**src/rtl/lcd_timing_pkg.sv**
```systemverilog
package lcd_timing_pkg;

  // true when v lies in [lo, lo+len)
  function automatic logic in_span(input int unsigned v, input int unsigned lo,
                                   input int unsigned len);
    return (v >= lo) && (v < lo + len);
  endfunction

endpackage

```
**src/rtl/span_counter.sv**
```systemverilog
module span_counter #(
  parameter int unsigned TOTAL   = 800,
  parameter int unsigned W       = 10,
  parameter int unsigned RST_VAL = 0
) (
  input  logic         clk_i,
  input  logic         rst_ni,
  input  logic         step_i,
  output logic [W-1:0] cnt_o,
  output logic         last_o
);
  localparam logic [W-1:0] LastVal = W'(TOTAL - 1);
  localparam logic [W-1:0] RstVal  = W'(RST_VAL);

  logic [W-1:0] cnt_q;

  always_ff @(posedge clk_i or negedge rst_ni) begin
    if (!rst_ni)     cnt_q <= RstVal;
    else if (step_i) cnt_q <= (cnt_q == LastVal) ? '0 : cnt_q + W'(1);
  end

  assign cnt_o  = cnt_q;
  assign last_o = (cnt_q == LastVal);

  p_cnt_range_r2: assert property (@(posedge clk_i) disable iff (!rst_ni)
    cnt_o <= LastVal);
  p_cnt_wrap_r2: assert property (@(posedge clk_i) disable iff (!rst_ni)
    (step_i && last_o) |=> (cnt_o == '0));
  p_cnt_hold_r4: assert property (@(posedge clk_i) disable iff (!rst_ni)
    !step_i |=> $stable(cnt_o));
endmodule

```
**src/rtl/row_addr_reg.sv**
```systemverilog
module row_addr_reg #(
  parameter int unsigned AW         = 20,
  parameter int unsigned BASE_ADDR  = 0,
  parameter int unsigned LINE_PITCH = 640
) (
  input  logic          clk_i,
  input  logic          rst_ni,
  input  logic          reload_i,
  input  logic          adv_i,
  output logic [AW-1:0] addr_o
);
  localparam logic [AW-1:0] Base  = AW'(BASE_ADDR);
  localparam logic [AW-1:0] Pitch = AW'(LINE_PITCH);

  logic [AW-1:0] addr_q;

  always_ff @(posedge clk_i or negedge rst_ni) begin
    if (!rst_ni)       addr_q <= Base;
    else if (reload_i) addr_q <= Base;
    else if (adv_i)    addr_q <= addr_q + Pitch;
  end

  assign addr_o = addr_q;

  p_addr_step_r7: assert property (@(posedge clk_i) disable iff (!rst_ni)
    (adv_i && !reload_i) |=> (addr_o == $past(addr_o) + Pitch));
  p_addr_reload_r8: assert property (@(posedge clk_i) disable iff (!rst_ni)
    reload_i |=> (addr_o == Base));
endmodule

```
**src/rtl/lcd_timing_gen.sv**
```systemverilog
module lcd_timing_gen
  import lcd_timing_pkg::*;
#(
  parameter int unsigned H_ACTIVE   = 640,
  parameter int unsigned H_FP       = 16,
  parameter int unsigned H_SYNC     = 96,
  parameter int unsigned H_BP       = 48,
  parameter int unsigned V_ACTIVE   = 480,
  parameter int unsigned V_FP       = 10,
  parameter int unsigned V_SYNC     = 2,
  parameter int unsigned V_BP       = 33,
  parameter int unsigned LINE_PITCH = 640,
  parameter int unsigned BASE_ADDR  = 0,
  parameter int unsigned AW         = 20,
  localparam int unsigned H_TOTAL   = H_ACTIVE + H_FP + H_SYNC + H_BP,
  localparam int unsigned V_TOTAL   = V_ACTIVE + V_FP + V_SYNC + V_BP,
  localparam int unsigned XW        = $clog2(H_TOTAL),
  localparam int unsigned YW        = $clog2(V_TOTAL)
) (
  input  logic          clk_i,
  input  logic          rst_ni,
  output logic          hsync_no,
  output logic          vsync_no,
  output logic          de_o,
  output logic          fill_req_o,
  output logic [AW-1:0] row_addr_o,
  output logic [XW-1:0] x_o,
  output logic [YW-1:0] y_o
);
  logic [XW-1:0] h_cnt;
  logic [YW-1:0] v_cnt;
  logic          h_last, v_last;
  logic          line_start, reload;

  // reset to the last pixel of the next-to-last line: the first edge opens
  // the final blanking line, whose start prefetches line 0
  span_counter #(.TOTAL(H_TOTAL), .W(XW), .RST_VAL(H_TOTAL - 1)) u_hcnt (
    .clk_i, .rst_ni, .step_i(1'b1), .cnt_o(h_cnt), .last_o(h_last)
  );

  span_counter #(.TOTAL(V_TOTAL), .W(YW), .RST_VAL(V_TOTAL - 2)) u_vcnt (
    .clk_i, .rst_ni, .step_i(h_last), .cnt_o(v_cnt), .last_o(v_last)
  );

  assign line_start = (h_cnt == '0);
  assign fill_req_o = line_start && (v_last || (int'(v_cnt) < int'(V_ACTIVE) - 1));
  assign reload     = line_start && (v_cnt == YW'(V_ACTIVE));

  row_addr_reg #(.AW(AW), .BASE_ADDR(BASE_ADDR), .LINE_PITCH(LINE_PITCH)) u_addr (
    .clk_i, .rst_ni, .reload_i(reload), .adv_i(fill_req_o), .addr_o(row_addr_o)
  );

  assign hsync_no = !in_span(int'(h_cnt), H_ACTIVE + H_FP, H_SYNC);
  assign vsync_no = !in_span(int'(v_cnt), V_ACTIVE + V_FP, V_SYNC);
  assign de_o     = (int'(h_cnt) < H_ACTIVE) && (int'(v_cnt) < V_ACTIVE);
  assign x_o      = h_cnt;
  assign y_o      = v_cnt;

  p_fill_pulse_r6: assert property (@(posedge clk_i) disable iff (!rst_ni)
    fill_req_o |=> !fill_req_o);
  p_fill_base_r8: assert property (@(posedge clk_i) disable iff (!rst_ni)
    (fill_req_o && y_o == YW'(V_TOTAL - 1)) |-> (row_addr_o == AW'(BASE_ADDR)));
  p_de_rise_r5: assert property (@(posedge clk_i) disable iff (!rst_ni)
    $rose(de_o) |-> (x_o == '0));
  p_vsync_line_r4: assert property (@(posedge clk_i) disable iff (!rst_ni)
    (x_o != '0) |-> $stable(vsync_no));
  p_hsync_off_de_r3: assert property (@(posedge clk_i) disable iff (!rst_ni)
    de_o |-> hsync_no);
endmodule

```
**config.mk**
```make
export PLATFORM = sky130hd
export DESIGN_NAME = lcd_timing_gen
export DESIGN_NICKNAME = d
export VERILOG_FILES = /design/src/rtl/lcd_timing_pkg.sv /design/src/rtl/span_counter.sv /design/src/rtl/row_addr_reg.sv /design/src/rtl/lcd_timing_gen.sv
export SDC_FILE = /design/constraint.sdc
export NUM_CORES = 1
export LEC_CHECK = 0
export CORE_ASPECT_RATIO = 1.2
export CORE_MARGIN = 1.5
export CORE_UTILIZATION = 45
export CTS_CLUSTER_SIZE = 25
export DETAILED_ROUTE_END_ITERATION = 8
export DONT_BUFFER_PORTS = 1
export HOLD_SLACK_MARGIN = 0.1
export SYNTH_ARGS = -nofsm -noshare
export SYNTH_HDL_FRONTEND = slang
export SYNTH_SLANG_ARGS = --single-unit
```
**constraint.sdc**
```tcl
create_clock -name clk_i -period 2.5 [get_ports clk_i]
set_input_delay 0.25 -clock clk_i [delete_from_list [all_inputs] [get_ports clk_i]]
set_output_delay 0.25 -clock clk_i [all_outputs]
set_load 0.03 [all_outputs]
```
==> summary.md <==
| Metric | Value |
|---|---|
| Status | `completed` |
| Vias per cell | `5.655` |
| Crit-path slowest cell | `dfstp_2` |
| Setup WS pre-CTS | `approximately 100 ps` |
| Power Dens Cells | `roughly 470 nW/um^2` |
| Starting DRT DRC Count | `approximately 80` |
| Total CTS buffers | `5` |
| CTS H-tree lvls | `2` |
| Setup violations, final | `0` |
| Unrepaired setup endpoints after global routing | `no` |
| CP Data Arrival Time | `between 2000 and 2500 ps` |
| Reg clk slew, reported paths | `about 70 ps` |
| Switching pwr | `~220 uW` |
| Core Box Area | `just under 4000 sq um` |
| Die area | `~4600 sq um` |
| TritonCTS clock tree | `yes` |
| CP Class | `register to output port` |
| Int Power | `between 700 and 800 uW` |
| Levels on crit path | `7` |
| First-pass GRT wire length | `between 7000 and 8000 microns` |
| Leakage power | `0.0009363 uW` |
| Core Rows | `25` |
| Syn Std Cell Area | `~1900 sq um` |
| Max Root-Sink Buffers | `2` |
| Clock Sinks | `33` |
| Port Buffers | `0` |
| Vias in the first global route | `1533` |
| DR vias | `around 1600` |
| Post-route ant nets | `0` |
| Ports | `46` |
| Crit Path Max Fanout | `8` |
| Layout cell share with drive strength beyond 1 | `between 20% and 30%` |
| Largest net degree at the start of global routing | `34` |
| DRT Wirelength | `4322 microns` |
| Fin crit share | `93.81%` |
| Sequential share of power | `about 53%` |
| Clock Skew | `4.565 ps` |
| Drt wl/cell | `15.38 microns` |
| Latest clock arrival within the worst-skew pair | `just under 300 ps` |
| Gate count of the mapped netlist | `just over 200` |
| Finished Layout Cells | `between 200 and 300` |
| Critical Path Source Type | `register` |
| Fin. Hold Viols | `0` |
| CP delay by family, top | `flip-flops` |
| Syn Area/Cell | `roughly 9.1 sq um` |
| Top cells by area, synth | `dfrtp_1, dfstp_2, o21ai_0, ha_1, nand2_1` |
| Ant diodes | `0` |
| Post-route minimum period | `between 2000 and 2500 ps` |
| DRC viols | `0` |
| Ys Warns | `0` |
| Sw frac | `22.21%` |
| Asr flop ratio synth | `100.0%` |
| Gate power share | `around 2.8%` |
| Worst vdd ir | `between 0.3 and 0.4 mV` |
| CP bufs+invs | `3` |
| Register bit total from synthesis | `33` |
| Highest Clock Rate | `around 430 MHz` |
| CP max stage delay | `680 ps` |
| Worst Tran Pin Value | `slightly below 600 ps` |
| Nets | `approximately 230` |
| Area leader, netlist | `dfrtp_1` |
| Grt total ovfl | `0` |
| Final setup TNS | `0 ps` |
| Post-synth top flop | `dfrtp_1` |
| Die Ht | `~74 microns` |
| Final setup margin | `between 150 and 200 ps` |
| Placer Congestion | `0.8212` |
| Initial Utilization | `a little under half` |
| Dpl cells | `~270` |
| Final Max Slew Viols | `0` |
| Final HPWL DP | `about 3200 microns` |
| Total iterations of the first detailed-routing run | `4` |
| Initial antenna violation count | `0` |
| EDFF count, synth | `0` |
| Hold crit path type | `primary input to asynchronous set/reset pin` |
| Top-area cell type share of the netlist area | `~30%` |
| CP Cell Sequence | `inv_1, ha_1, nor2b_1, and4_2, o21ai_4, clkinv_2, buf_4` |
| Clock root cell | `clkbuf_8` |
| Sequential-to-total area share from yosys stat | `44.61%` |
| Worst Reg2Reg Path Length in Cells | `8` |
| Synth unique cells | `40` |
| Die W | `roughly 62 microns` |
| Req. time, crit path | `2250 ps` |
| Relative slew slack | `60.78%` |
| Maxcap violations | `0` |
| Total GRT Usage | `a little over a fifth` |
| Area grow syn2layout | `15.36%` |
| Crit. End Element | `output port` |
| Clk network pwr share | `roughly 44%` |
worst paths after layout:
check	from	end	slack, ps
max reg2reg	u_vcnt.cnt_o[0]	u_addr.addr_o[14]	240
max	u_hcnt.cnt_o[0]	fill_req_o	150
min in group clk_i	u_vcnt.cnt_o[1]	u_vcnt.cnt_o[1]	580
min	rst_ni	u_addr.addr_o[9]	410
max in group asynchronous	rst_ni	u_vcnt.cnt_o[1]	1850
min reg2reg	u_vcnt.cnt_o[1]	u_vcnt.cnt_o[1]	580
synthesized netlist by cell type, types with 2 or more instances:
cell type  count
a21o_1         3
a21oi_1       12
a31oi_1        2
and2_1         3
and3_1         3
and4_1         2
buf_2          2
buf_4          7
clkbuf_1       5
dfrtp_1       22
dfstp_2       11
ha_1           6
inv_1          9
nand2_1       20
nand3_1       12
nand4_1        6
nor2_1        14
nor3_1         6
nor4b_2        2
o21ai_0       17
o31ai_1        6
or3_1          6
or4_1          4
xnor2_1        7
xor2_1         5
kinds of logic (layout without fill, tap and decap cells):
kind of cell,after synthesis,count (layout),share of synthesized area (%)
AO/OA/AOI/OAI,47,47,14.96
XOR/XNOR,12,12,5.585
adder cells (fa/ha/maj),6,6,3.989
buffers and inverters,24,38,6.316
flip-flops,33,33,44.61
other,1,7,0.1993
AND/OR/NAND/NOR,84,84,24.34
placed cells by master (no fill, tap or decap), types with 3 or more instances in the layout:
master	instances
xor2_1	5
inv_1	9
or3_1	6
a21oi_1	12
nand3_1	12
nor2_1	14
o21ai_0	17
ha_1	6
and2_1	3
o31ai_1	5
dfstp_2	11
conb_1	7
nand4_1	6
buf_4	18
dfrtp_1	22
nor3_1	6
clkbuf_8	7
a21o_1	3
and3_1	3
or4_1	4
nand2_1	20
xnor2_1	7
worst register-to-register path: stages (launching register included):
cell and delay (ps):
dfstp_2 390, inv_1 110, ha_1 190, nor4b_2 250, and4_4 320, o21ai_4 90
buf_4 180, or4_1 520, a21oi_1 150
power by group through the flow:
stage	logic, uW	registers, uW	clock network (uW)
CTS	29.6	535	461
global placement	13.6	544	0
floorplan	22.1	544	0
detailed placement	13.6	544	0
finish	28.7	535	449
global route	32.2	534	481
registers in the layout, summed over array words and instances, names as in the netlist:
register	flops
u_addr.addr_o	13
u_vcnt.cnt_o	10
u_hcnt.cnt_o	10
metal layers:
| layer | GRT usage [%] | vias up | part of all wire (%) |
|---|---|---|---|
| li1 | - | 761 | - |
| met1 | 24.06 | 777 | 41 |
| met2 | 35.07 | 44 | 53 |
| met3 | 6.162 | 7 | 4.7 |
| met4 | 8.274 | 0 | 1.6 |
| met5 | 0 | - | 0 |
metrics by stage:
step | instance area [sq um] | hold WS [ps] | total power [uW] | util [%]
floorplan | 1904 | -45.59 | 566.3 | -
finish | 2171 | 412.6 | 1013 | 54.65
CTS | 2143 | 410.1 | 1025 | 53.95
global placement | 2011 | -44.89 | 557.8 | 50.61
global route | 2171 | 429.6 | 1048 | 54.65
detailed placement | 2011 | -44.78 | 557.8 | 50.61
cell type report:
class                      count  area, sq um
clock buffer                   7        96.34
fill                         386         1802
multi-input combinational    156        958.4
inverter                      10        38.79
timing repair buffer          20        165.2
tap                           54        67.56
sequential                    33        839.6
clock inverter                 1        5.005
timing repair:
item	4_1_cts	5_1_grt
gates resized for setup	1	2
setup endpoints to repair	1	8
buffers inserted	0	2
hold buffers	2	0
pin swaps	0	2
endpoints found under the hold margin	33	0
Note: power is estimated with default switching activity, not from simulation.
